**src/rtl/sba_pkg.sv**
```systemverilog
// Shared types for the display-bus arbiter.
package sba_pkg;
    typedef enum logic [1:0] {
        OWN_IDLE = 2'd0,
        OWN_CPU  = 2'd1,
        OWN_DMA  = 2'd2
    } own_t;
endpackage

```
**src/rtl/sba_slot_clock.sv**
```systemverilog
// Derives the half-rate shared-bus clock from the CPU clock.
// Assumes one slot equals two CPU clocks; boundary = edge where phase is low.
module sba_slot_clock (
    input  logic clk,
    input  logic rst_n,
    output logic phase,
    output logic slot_edge
);
    // Toggle the phase once per CPU clock.
    always_ff @(posedge clk) begin
        if (!rst_n) phase <= 1'b0;
        else        phase <= ~phase;
    end

    // The next edge opens a new slot when the phase is currently low.
    always_comb slot_edge = ~phase;
endmodule

```
**src/rtl/sba_region_decode.sv**
```systemverilog
// Classifies the CPU address and acknowledges private-region accesses.
// Assumes the address is stable while the strobe is low.
module sba_region_decode #(
    parameter int AW = 24,
    parameter int RW = 2,
    parameter logic [RW-1:0] PRIV_CODE = 2'b10
) (
    input  logic          clk,
    input  logic          rst_n,
    input  logic          as_n,
    input  logic [AW-1:0] addr,
    output logic          shared_req,
    output logic          priv_ack
);
    localparam int TOP = AW - 1;
    localparam int BOT = AW - RW;

    logic is_priv;

    // Decode the region from the top address bits.
    always_comb begin
        is_priv    = (addr[TOP:BOT] == PRIV_CODE);
        shared_req = ~as_n & ~is_priv;
    end

    // Private accesses are acknowledged one edge after the strobe is seen.
    always_ff @(posedge clk) begin
        if (!rst_n) priv_ack <= 1'b0;
        else        priv_ack <= ~as_n & is_priv;
    end
endmodule

```
**src/rtl/sba_owner_fsm.sv**
```systemverilog
// Ownership state of the display bus.
// DMA wins at a slot boundary unless a granted CPU cycle is still running;
// a CPU grant ends on any edge once the strobe is high.
module sba_owner_fsm
    import sba_pkg::*;
(
    input  logic clk,
    input  logic rst_n,
    input  logic slot_edge,
    input  logic as_n,
    input  logic shared_req,
    input  logic dma_req_n,
    output own_t owner
);
    own_t owner_nxt;
    logic cpu_keep;

    // Decide the next owner.
    always_comb begin
        cpu_keep  = (owner == OWN_CPU) && !as_n;
        owner_nxt = owner;
        if (slot_edge) begin
            if (cpu_keep)        owner_nxt = OWN_CPU;
            else if (!dma_req_n) owner_nxt = OWN_DMA;
            else if (shared_req) owner_nxt = OWN_CPU;
            else                 owner_nxt = OWN_IDLE;
        end else if (owner == OWN_CPU && as_n) begin
            owner_nxt = OWN_IDLE;
        end
    end

    // Register the owner.
    always_ff @(posedge clk) begin
        if (!rst_n) owner <= OWN_IDLE;
        else        owner <= owner_nxt;
    end
endmodule

```
**src/rtl/sba_arbiter.sv**
```systemverilog
// Top of the display-bus arbiter: derives the slot clock, decodes the region,
// tracks the owner and steers the memory address and the CPU acknowledge.
// Assumes inputs change only between clock edges.
module sba_arbiter
    import sba_pkg::*;
#(
    parameter int AW = 24
) (
    input  logic          clk,
    input  logic          rst_n,
    input  logic          cpu_as_n,
    input  logic [AW-1:0] cpu_addr,
    input  logic          dma_req_n,
    input  logic [AW-1:0] dma_addr,
    output logic          cpu_dtack_n,
    output logic          cpu_drv_en,
    output logic          owner_dma,
    output logic [AW-1:0] mem_addr,
    output logic          cclk
);
    logic slot_edge, shared_req, priv_ack;
    own_t owner;

    sba_slot_clock u_slot (
        .clk(clk), .rst_n(rst_n), .phase(cclk), .slot_edge(slot_edge)
    );

    sba_region_decode #(.AW(AW)) u_dec (
        .clk(clk), .rst_n(rst_n), .as_n(cpu_as_n), .addr(cpu_addr),
        .shared_req(shared_req), .priv_ack(priv_ack)
    );

    sba_owner_fsm u_fsm (
        .clk(clk), .rst_n(rst_n), .slot_edge(slot_edge), .as_n(cpu_as_n),
        .shared_req(shared_req), .dma_req_n(dma_req_n), .owner(owner)
    );

    // Drive grants, acknowledge and the address mux from the owner.
    always_comb begin
        cpu_drv_en  = (owner == OWN_CPU);
        owner_dma   = (owner == OWN_DMA);
        cpu_dtack_n = ~(cpu_drv_en | priv_ack);
        mem_addr    = owner_dma ? dma_addr : cpu_addr;
    end
endmodule

```
**config.mk**
```make
export PLATFORM = sky130hd
export DESIGN_NAME = sba_arbiter
export DESIGN_NICKNAME = d
export VERILOG_FILES = /design/src/rtl/sba_pkg.sv /design/src/rtl/sba_slot_clock.sv /design/src/rtl/sba_region_decode.sv /design/src/rtl/sba_owner_fsm.sv /design/src/rtl/sba_arbiter.sv
export SDC_FILE = /design/constraint.sdc
export NUM_CORES = 1
export LEC_CHECK = 0
export ABC_AREA = 0
export CORE_MARGIN = 4
export CORE_UTILIZATION = 22
export DETAILED_ROUTE_END_ITERATION = 8
export PLACE_DENSITY = 0.8
export SYNTH_ARGS = -nofsm -noshare
export SYNTH_HDL_FRONTEND = slang
export SYNTH_HIERARCHICAL = 1
export SYNTH_SLANG_ARGS = --single-unit
```
**constraint.sdc**
```tcl
create_clock -name clk -period 1.4 [get_ports clk]
set_clock_uncertainty 0.2 [all_clocks]
set_input_delay 0.21 -clock clk [delete_from_list [all_inputs] [get_ports clk]]
set_output_delay 0.21 -clock clk [all_outputs]
set_load 0.03 [all_outputs]
```
==> flow_summary_export.csv, run 1 <==
group,metric,value,unit
cells_and_area,design_area,1570,um^2
floorplanning,start_util,23.22,%
critical_path,cp.required,0.99,ns
critical_path,end_kind,"output port",
outcome,violations,"negative setup slack",
timing,max_freq,0.5411,GHz
logic_synthesis,ys_types,17,
grt,antenna_found_initial,0,
detailed_routing,dr.pass1.iters,4,
clock_network,clkLatencyLatePin,0.24,ns
hold_path,min_path_cells,1,
floorplanning,core,2500,um^2
critical_path,r2r-end,"u_fsm/owner[0]",
clock_network,h-tree-depth,1,
cells_and_area,diodes,0,
grt,grt_pass1_wl,3484,um
logic_synthesis,synth_most_common_cell,"mux2_4",
logic_synthesis,syn-num-nets,100,
critical_path,path_buf_inv,3,
clock_network,tritoncts,"done",
logic_synthesis,synth.largest_area_cell,"mux2_4",
logic_synthesis,ys_ff_latch,4,
critical_path,cp_cell_sequence,"nor2b_4, buf_12, buf_16, mux2_4, buf_6",
logic_synthesis,syn-instance-count,48,
detailed_routing,vias,707,
clock_network,cts.sinks,4,
timing,finalMaxSlewViolations,0,
grt,grt.overflow.total,0,
power_and_ir_drop,power.leakage,0.7129,nW
cells_and_area,regArea,82.58,um^2
critical_path,startpoint,"u_fsm/owner[1]",
timing,fin_setup_tns,-10.13,ns
logic_synthesis,synth_edf_count,0,
power_and_ir_drop,ir_worst_vdd,478.0,uV
cells_and_area,fill_cells,205,
timing,worstMarginPinSlew,0.1269,ns
placement,place_hpwl,1895,um
power_and_ir_drop,internal_power,0.0006441,W
critical_path,critPathSlowestCell,"dfxtp_2",
logic_synthesis,ys.flop_type,"dfxtp_1",
critical_path,cp-start-kind,"flip-flop",
critical_path,crit_fanout,6,
detailed_routing,wire_per_inst,14.53,um
power_and_ir_drop,power-per-cell-area,631.3,nW/um^2
power_and_ir_drop,switchingPower,0.0003471,W
hold_path,holdPathEnd,"u_slot/phase",
clock_network,clk_pin_slew,0.04,ns
critical_path,slowest_delay,0.31,ns
flow_run,drv_cap,0,
logic_synthesis,syn-mean-instance-area,12.09,um^2
power_and_ir_drop,p_total,0.0009912,W
cells_and_area,final_util,62.81,%
timing,layout_setup_ws,-0.4482,ns
timing,final-hold-violation-count,0,
logic_synthesis,synthArstFlopShare,0,%
logic_synthesis,yosys_warnings,6,
clock_network,cts_buffer_depth,2,
logic_synthesis,netlist_top_cells_count,"mux2_4, mux2_2, dfxtp_1, nand2_1",
timing,setup_viol,27,
critical_path,crit_type,"flip-flop to output port",
critical_path,r2r-start,"u_fsm/owner[1]",
power_and_ir_drop,pwr-share-seq,12.7,%
detailed_routing,postRouteAntennaNets,0,
clock_network,hold_buffers,0,
detailed_routing,drtIter0Drc,12,
floorplanning,dieArea,3525,um^2
timing,rsz0062_at_grt,"yes",
timing,fin_crit,1.848,ns
critical_path,reg2reg_slack,0.37,ns
outcome,status,"complete, but fails checks",
power_and_ir_drop,switching_share,35.02,%
grt,track_usage,13.24,%
detailed_routing,drt-total-wl,2441,um
critical_path,cp.arrival,1.44,ns
clock_network,cts-root-buf,"clkbuf_4",
placement,numPortBuffers,79,
placement,gp_congestion,0.6595,
cells_and_area,area_growth,170.5,%
placement,postPlaceCellArea,1344,um^2
clock_network,numCtsBuffers,3,
critical_path,ff2ff_path_depth,4,
hold_path,hold_start,"u_slot/phase",
cells_and_area,multi_input_area,459.2,um^2
floorplanning,rows,18,
power_and_ir_drop,clkPwrFrac,15.0,%
logic_synthesis,synthTopCellsByArea,"mux2_4, dfxtp_1, mux2_2",
floorplanning,die_h,59.37,um
critical_path,cp_top_family,"buffers and inverters",
logic_synthesis,seq_area_frac_synth,13.79,%
timing,slew-limit-headroom,91.30,%
power_and_ir_drop,pwr-share-comb,72.3,%
detailed_routing,via_per_inst,4.208,
cells_and_area,drive_gt1_share,52.90,%
grt,grt_pass1_vias,749,
grt,grt_max_degree,11,
timing,fin_crit_sh,132.0,%
hold_path,hold_path_class,"flip-flop to flip-flop",
logic_synthesis,synth_top_area_share,49.14,%
floorplanning,die_w,59.37,um
cells_and_area,nNetsFinal,192,
logic_synthesis,syn_area,580.6,um^2
detailed_routing,drc,0,
floorplanning,num_io_pins,80,
==> per-layer routing <==
layer	routed length, um	GRT usage, %	part of all wire, %
met1	724	11.91	30
met2	1381	25.59	57
met3	291	5.011	12
met4	44	5.825	1.8
met5	0	0	0
==> area by class of cell <==
type | count | share of cell area, %
Timing Repair Buffer | 90 | 61.20
Multi-Input combinational cell | 39 | 29.24
Sequential cell | 4 | 5.259
Tap cell | 30 | 2.390
Clock buffer | 3 | 1.434
Inverter | 2 | 0.4781
==> state kept, by name, indices dropped and copies added, names as in the netlist <==
register        flops
u_fsm/owner         2
u_dec/priv_ack      1
u_slot/phase        1
==> power by group through the flow <==
stage	Sequential (W)	Clock [W]	Combinational (W)
after floorplan	0.000133	0	0.000338
after global placement	0.000127	0	0.000593
after detailed placement	0.000128	0	0.000602
after CTS	0.000126	0.000156	0.000729
after global routing	0.000127	0.000165	0.000748
final	0.000126	0.000148	0.000717
==> cells by family after synthesis <==
| group | Yosys count | synth area share [%] |
|---|---|---|
| AO/OA/AOI/OAI | 3 | 3.233 |
| multiplexers | 25 | 60.56 |
| AND/OR/NAND/NOR | 11 | 12.28 |
| flip-flops | 4 | 13.79 |
| buffers and inverters | 5 | 10.13 |
==> worst max path at each step <==
stage | depth (start not counted) | to
floorplan | 4 | mem_addr[11]
global placement | 3 | mem_addr[0]
detailed placement | 3 | mem_addr[21]
CTS | 5 | mem_addr[11]
global route | 5 | mem_addr[23]
finish | 5 | mem_addr[18]
==> cells in the final DEF (no fill, tap or decap) <==
master,n
a21oi_1,2
mux2_2,1
mux2_4,23
dfxtp_1,2
dfxtp_2,2
buf_6,30
inv_1,2
nor2_2,1
nand2_1,3
nand3_1,1
nor2b_4,1
buf_4,6
o21ai_2,1
and4bb_2,1
clkbuf_4,3
nor2_1,1
nor2b_1,1
buf_16,1
and2b_2,1
clkdlybuf4s50_1,51
buf_12,2
mux2i_1,1
nand2b_1,1
==> stage by stage <==
stage	worst slack [ns]	std cells	hold slack (ns)
floorplan	-0.1190	48	0.1164
global placement	-0.4673	160	0.2276
detailed placement	-0.4851	160	0.2366
CTS	-0.4581	168	0.2466
global route	-0.4864	168	0.2697
finish	-0.4482	168	0.2433
==> worst register-to-register path: stages, from the launching register on <==
cell     delay, ns
dfxtp_2       0.31
buf_4         0.11
mux2i_1       0.18
nand3_1       0.10
o21ai_2       0.06
==> timing repair <==
item | in CTS | in global routing
endpoints found under the setup margin | 27 | 27
gates resized for setup | 58 | 0
endpoints found under the hold margin | 0 | 0
cloned | 2 | 0
pin swaps | 1 | 1
setup buffers | 4 | 1
No activity file was read; power rests on OpenSTA's default activity.
==> inputs of run 2 (changes only) <==
--- a/config.mk
+++ b/config.mk
@@ -10,6 +10,7 @@
 export CORE_UTILIZATION = 22
 export DETAILED_ROUTE_END_ITERATION = 8
 export PLACE_DENSITY = 0.8
+export RECOVER_POWER = 50
 export SYNTH_ARGS = -nofsm -noshare
 export SYNTH_HDL_FRONTEND = slang
 export SYNTH_HIERARCHICAL = 1
==> run 2 against run 1 <==
  * The flow still finishes with violations (negative setup slack)
  * Cell count did not move
  * Clock-buffer cell count is the same
  * Sequential power barely moved
  * Critical endpoint unchanged
  * Largest cell class unchanged
  * Highest routed layer unchanged
==> flow_summary_export.csv, run 2 (same netlist as run 1, synthesis figures left out) <==
group,metric,value,unit
floorplanning,core,2500,um^2
timing,worstMarginPinSlew,0.1269,ns
cells_and_area,multi_input_area,459.2,um^2
timing,slew-limit-headroom,91.30,%
timing,rsz0062_at_grt,"yes",
grt,grt.overflow.total,0,
power_and_ir_drop,ir_worst_vdd,477.9,uV
timing,fin_crit,1.848,ns
detailed_routing,drt-total-wl,2441,um
detailed_routing,dr.pass1.iters,4,
clock_network,clkLatencyLatePin,0.24,ns
grt,grt_pass1_wl,3484,um
cells_and_area,area_growth,170.5,%
detailed_routing,drc,0,
cells_and_area,final_cell_mix,"clkdlybuf4s50_1, buf_6, mux2_4",
floorplanning,rows,18,
critical_path,reg2reg_slack,0.37,ns
floorplanning,die_w,59.37,um
clock_network,hold_buffers,0,
power_and_ir_drop,pwr-share-seq,12.7,%
detailed_routing,vias,707,
clock_network,clk_pin_slew,0.04,ns
cells_and_area,regMostFlops,"u_fsm/owner",
hold_path,holdPathEnd,"u_slot/phase",
detailed_routing,postRouteAntennaNets,0,
floorplanning,die_h,59.37,um
power_and_ir_drop,internal_power,0.0006436,W
placement,pre_cts_ws,-0.4851,ns
timing,final-hold-violation-count,0,
outcome,status,"complete, but fails checks",
outcome,violations,"negative setup slack",
clock_network,cts.sinks,4,
cells_and_area,drive_gt1_share,52.90,%
timing,setup_viol,27,
critical_path,end_kind,"output port",
cells_and_area,design_area,1570,um^2
clock_network,tritoncts,"done",
floorplanning,num_io_pins,80,
clock_network,numCtsBuffers,3,
grt,grt_max_degree,11,
detailed_routing,via_per_inst,4.208,
cells_and_area,final_common_cell,"clkdlybuf4s50_1",
cells_and_area,regArea,82.58,um^2
critical_path,ff2ff_path_depth,4,
timing,finalMaxSlewViolations,0,
hold_path,hold_start,"u_slot/phase",
power_and_ir_drop,power.leakage,0.7132,nW
grt,antenna_found_initial,0,
critical_path,r2r-end,"u_fsm/owner[0]",
cells_and_area,largest_reg_flops,2,
hold_path,min_path_cells,1,
power_and_ir_drop,switchingPower,0.0003471,W
cells_and_area,final_util,62.81,%
placement,place_hpwl,1895,um
placement,numPortBuffers,79,
clock_network,h-tree-depth,1,
power_and_ir_drop,switching_share,35.04,%
floorplanning,start_util,23.22,%
floorplanning,dieArea,3525,um^2
cells_and_area,top_regs,"u_fsm/owner (2), u_dec/priv_ack (1), u_slot/phase (1)",
detailed_routing,drtIter0Drc,12,
cells_and_area,nNetsFinal,192,
timing,fin_crit_sh,132.0,%
critical_path,crit_fanout,6,
grt,grt_pass1_vias,749,
placement,gp_congestion,0.6595,
critical_path,crit_type,"flip-flop to output port",
grt,track_usage,13.24,%
clock_network,cts-root-buf,"clkbuf_4",
critical_path,cp-start-kind,"flip-flop",
power_and_ir_drop,clkPwrFrac,15.0,%
power_and_ir_drop,pwr-share-comb,72.3,%
cells_and_area,diodes,0,
clock_network,cts_buffer_depth,2,
critical_path,cp.required,0.99,ns
detailed_routing,wire_per_inst,14.53,um
critical_path,r2r-start,"u_fsm/owner[1]",
power_and_ir_drop,power-per-cell-area,630.9,nW/um^2
timing,max_freq,0.5411,GHz
hold_path,hold_path_class,"flip-flop to flip-flop",
critical_path,cp.arrival,1.44,ns
timing,fin_setup_tns,-10.13,ns
flow_run,drv_cap,0,
placement,postPlaceCellArea,1344,um^2
cells_and_area,fill_cells,205,
timing,layout_setup_ws,-0.4482,ns
run 2: cell count changes in the layout (fill, tap and decap cells not counted), sizes merged:
cell / before / now
dlygate4sd3: 0 / 1
clkdlybuf4s50: 51 / 50
run 2: worst max-delay path, cell delays in order (launching register included):
cell	delay, ns
dfxtp_2	0.31
nor2b_4	0.17
buf_12	0.14
buf_16	0.12
mux2_4	0.31
buf_6	0.14
run 2: worst max-delay path by stage:
| stage | from | end | slack (ns) | cells past startpoint |
|---|---|---|---|---|
| floorplan | u_fsm/owner[1] | mem_addr[11] | -0.12 | 4 |
| global placement | dma_addr[0] | mem_addr[0] | -0.47 | 3 |
| detailed placement | dma_addr[21] | mem_addr[21] | -0.49 | 3 |
| CTS | u_fsm/owner[1] | mem_addr[11] | -0.46 | 5 |
| global route | u_fsm/owner[1] | mem_addr[23] | -0.49 | 5 |
| finish | u_fsm/owner[1] | mem_addr[18] | -0.45 | 5 |
run 2: stage by stage:
stage | hold WS, ns | power [W] | instances
final | 0.2433 | 0.0009907 | 168
after floorplan | 0.1164 | 0.0004711 | 48
after global routing | 0.2695 | 0.001039 | 168
after detailed placement | 0.2366 | 0.0007295 | 160
after CTS | 0.2466 | 0.001011 | 168
after global placement | 0.2276 | 0.0007204 | 160
run 2: cell type report:
type / count / share of cell area (%)
Clock buffer: 3 / 1.434
Inverter: 2 / 0.4781
Multi-Input combinational cell: 39 / 29.24
Sequential cell: 4 / 5.259
Tap cell: 30 / 2.390
Timing Repair Buffer: 90 / 61.20
run 2: timing repair:
| item | in CTS | in global routing |
|---|---|---|
| endpoints found under the setup margin | 27 | 27 |
| gates resized for setup | 58 | 0 |
| gates cloned | 2 | 0 |
| setup buffers | 4 | 1 |
| pin swaps | 1 | 1 |
run 2: layer usage:
metal | routed length, um | vias to the layer above | GRT usage [%]
li1 | - | 353 | -
met1 | 724 | 303 | 11.91
met2 | 1381 | 47 | 25.59
met3 | 291 | 4 | 5.011
met4 | 44 | 0 | 5.825
met5 | 0 | - | 0
run 2: power groups by stage:
stage / registers, W / clock network [W] / logic [W]
global route: 0.000127 / 0.000165 / 0.000747
finish: 0.000126 / 0.000148 / 0.000716
global placement: 0.000127 / 0 / 0.000593
detailed placement: 0.000128 / 0 / 0.000602
floorplan: 0.000133 / 0 / 0.000338
CTS: 0.000126 / 0.000156 / 0.000729
==> inputs of run 3 (changes only) <==
--- a/config.mk
+++ b/config.mk
@@ -5,7 +5,6 @@
 export SDC_FILE = /design/constraint.sdc
 export NUM_CORES = 1
 export LEC_CHECK = 0
-export ABC_AREA = 0
 export CORE_MARGIN = 4
 export CORE_UTILIZATION = 22
 export DETAILED_ROUTE_END_ITERATION = 8
==> results of run 3 <==
Final layout, timing and power as in run 2 (identical DEF).
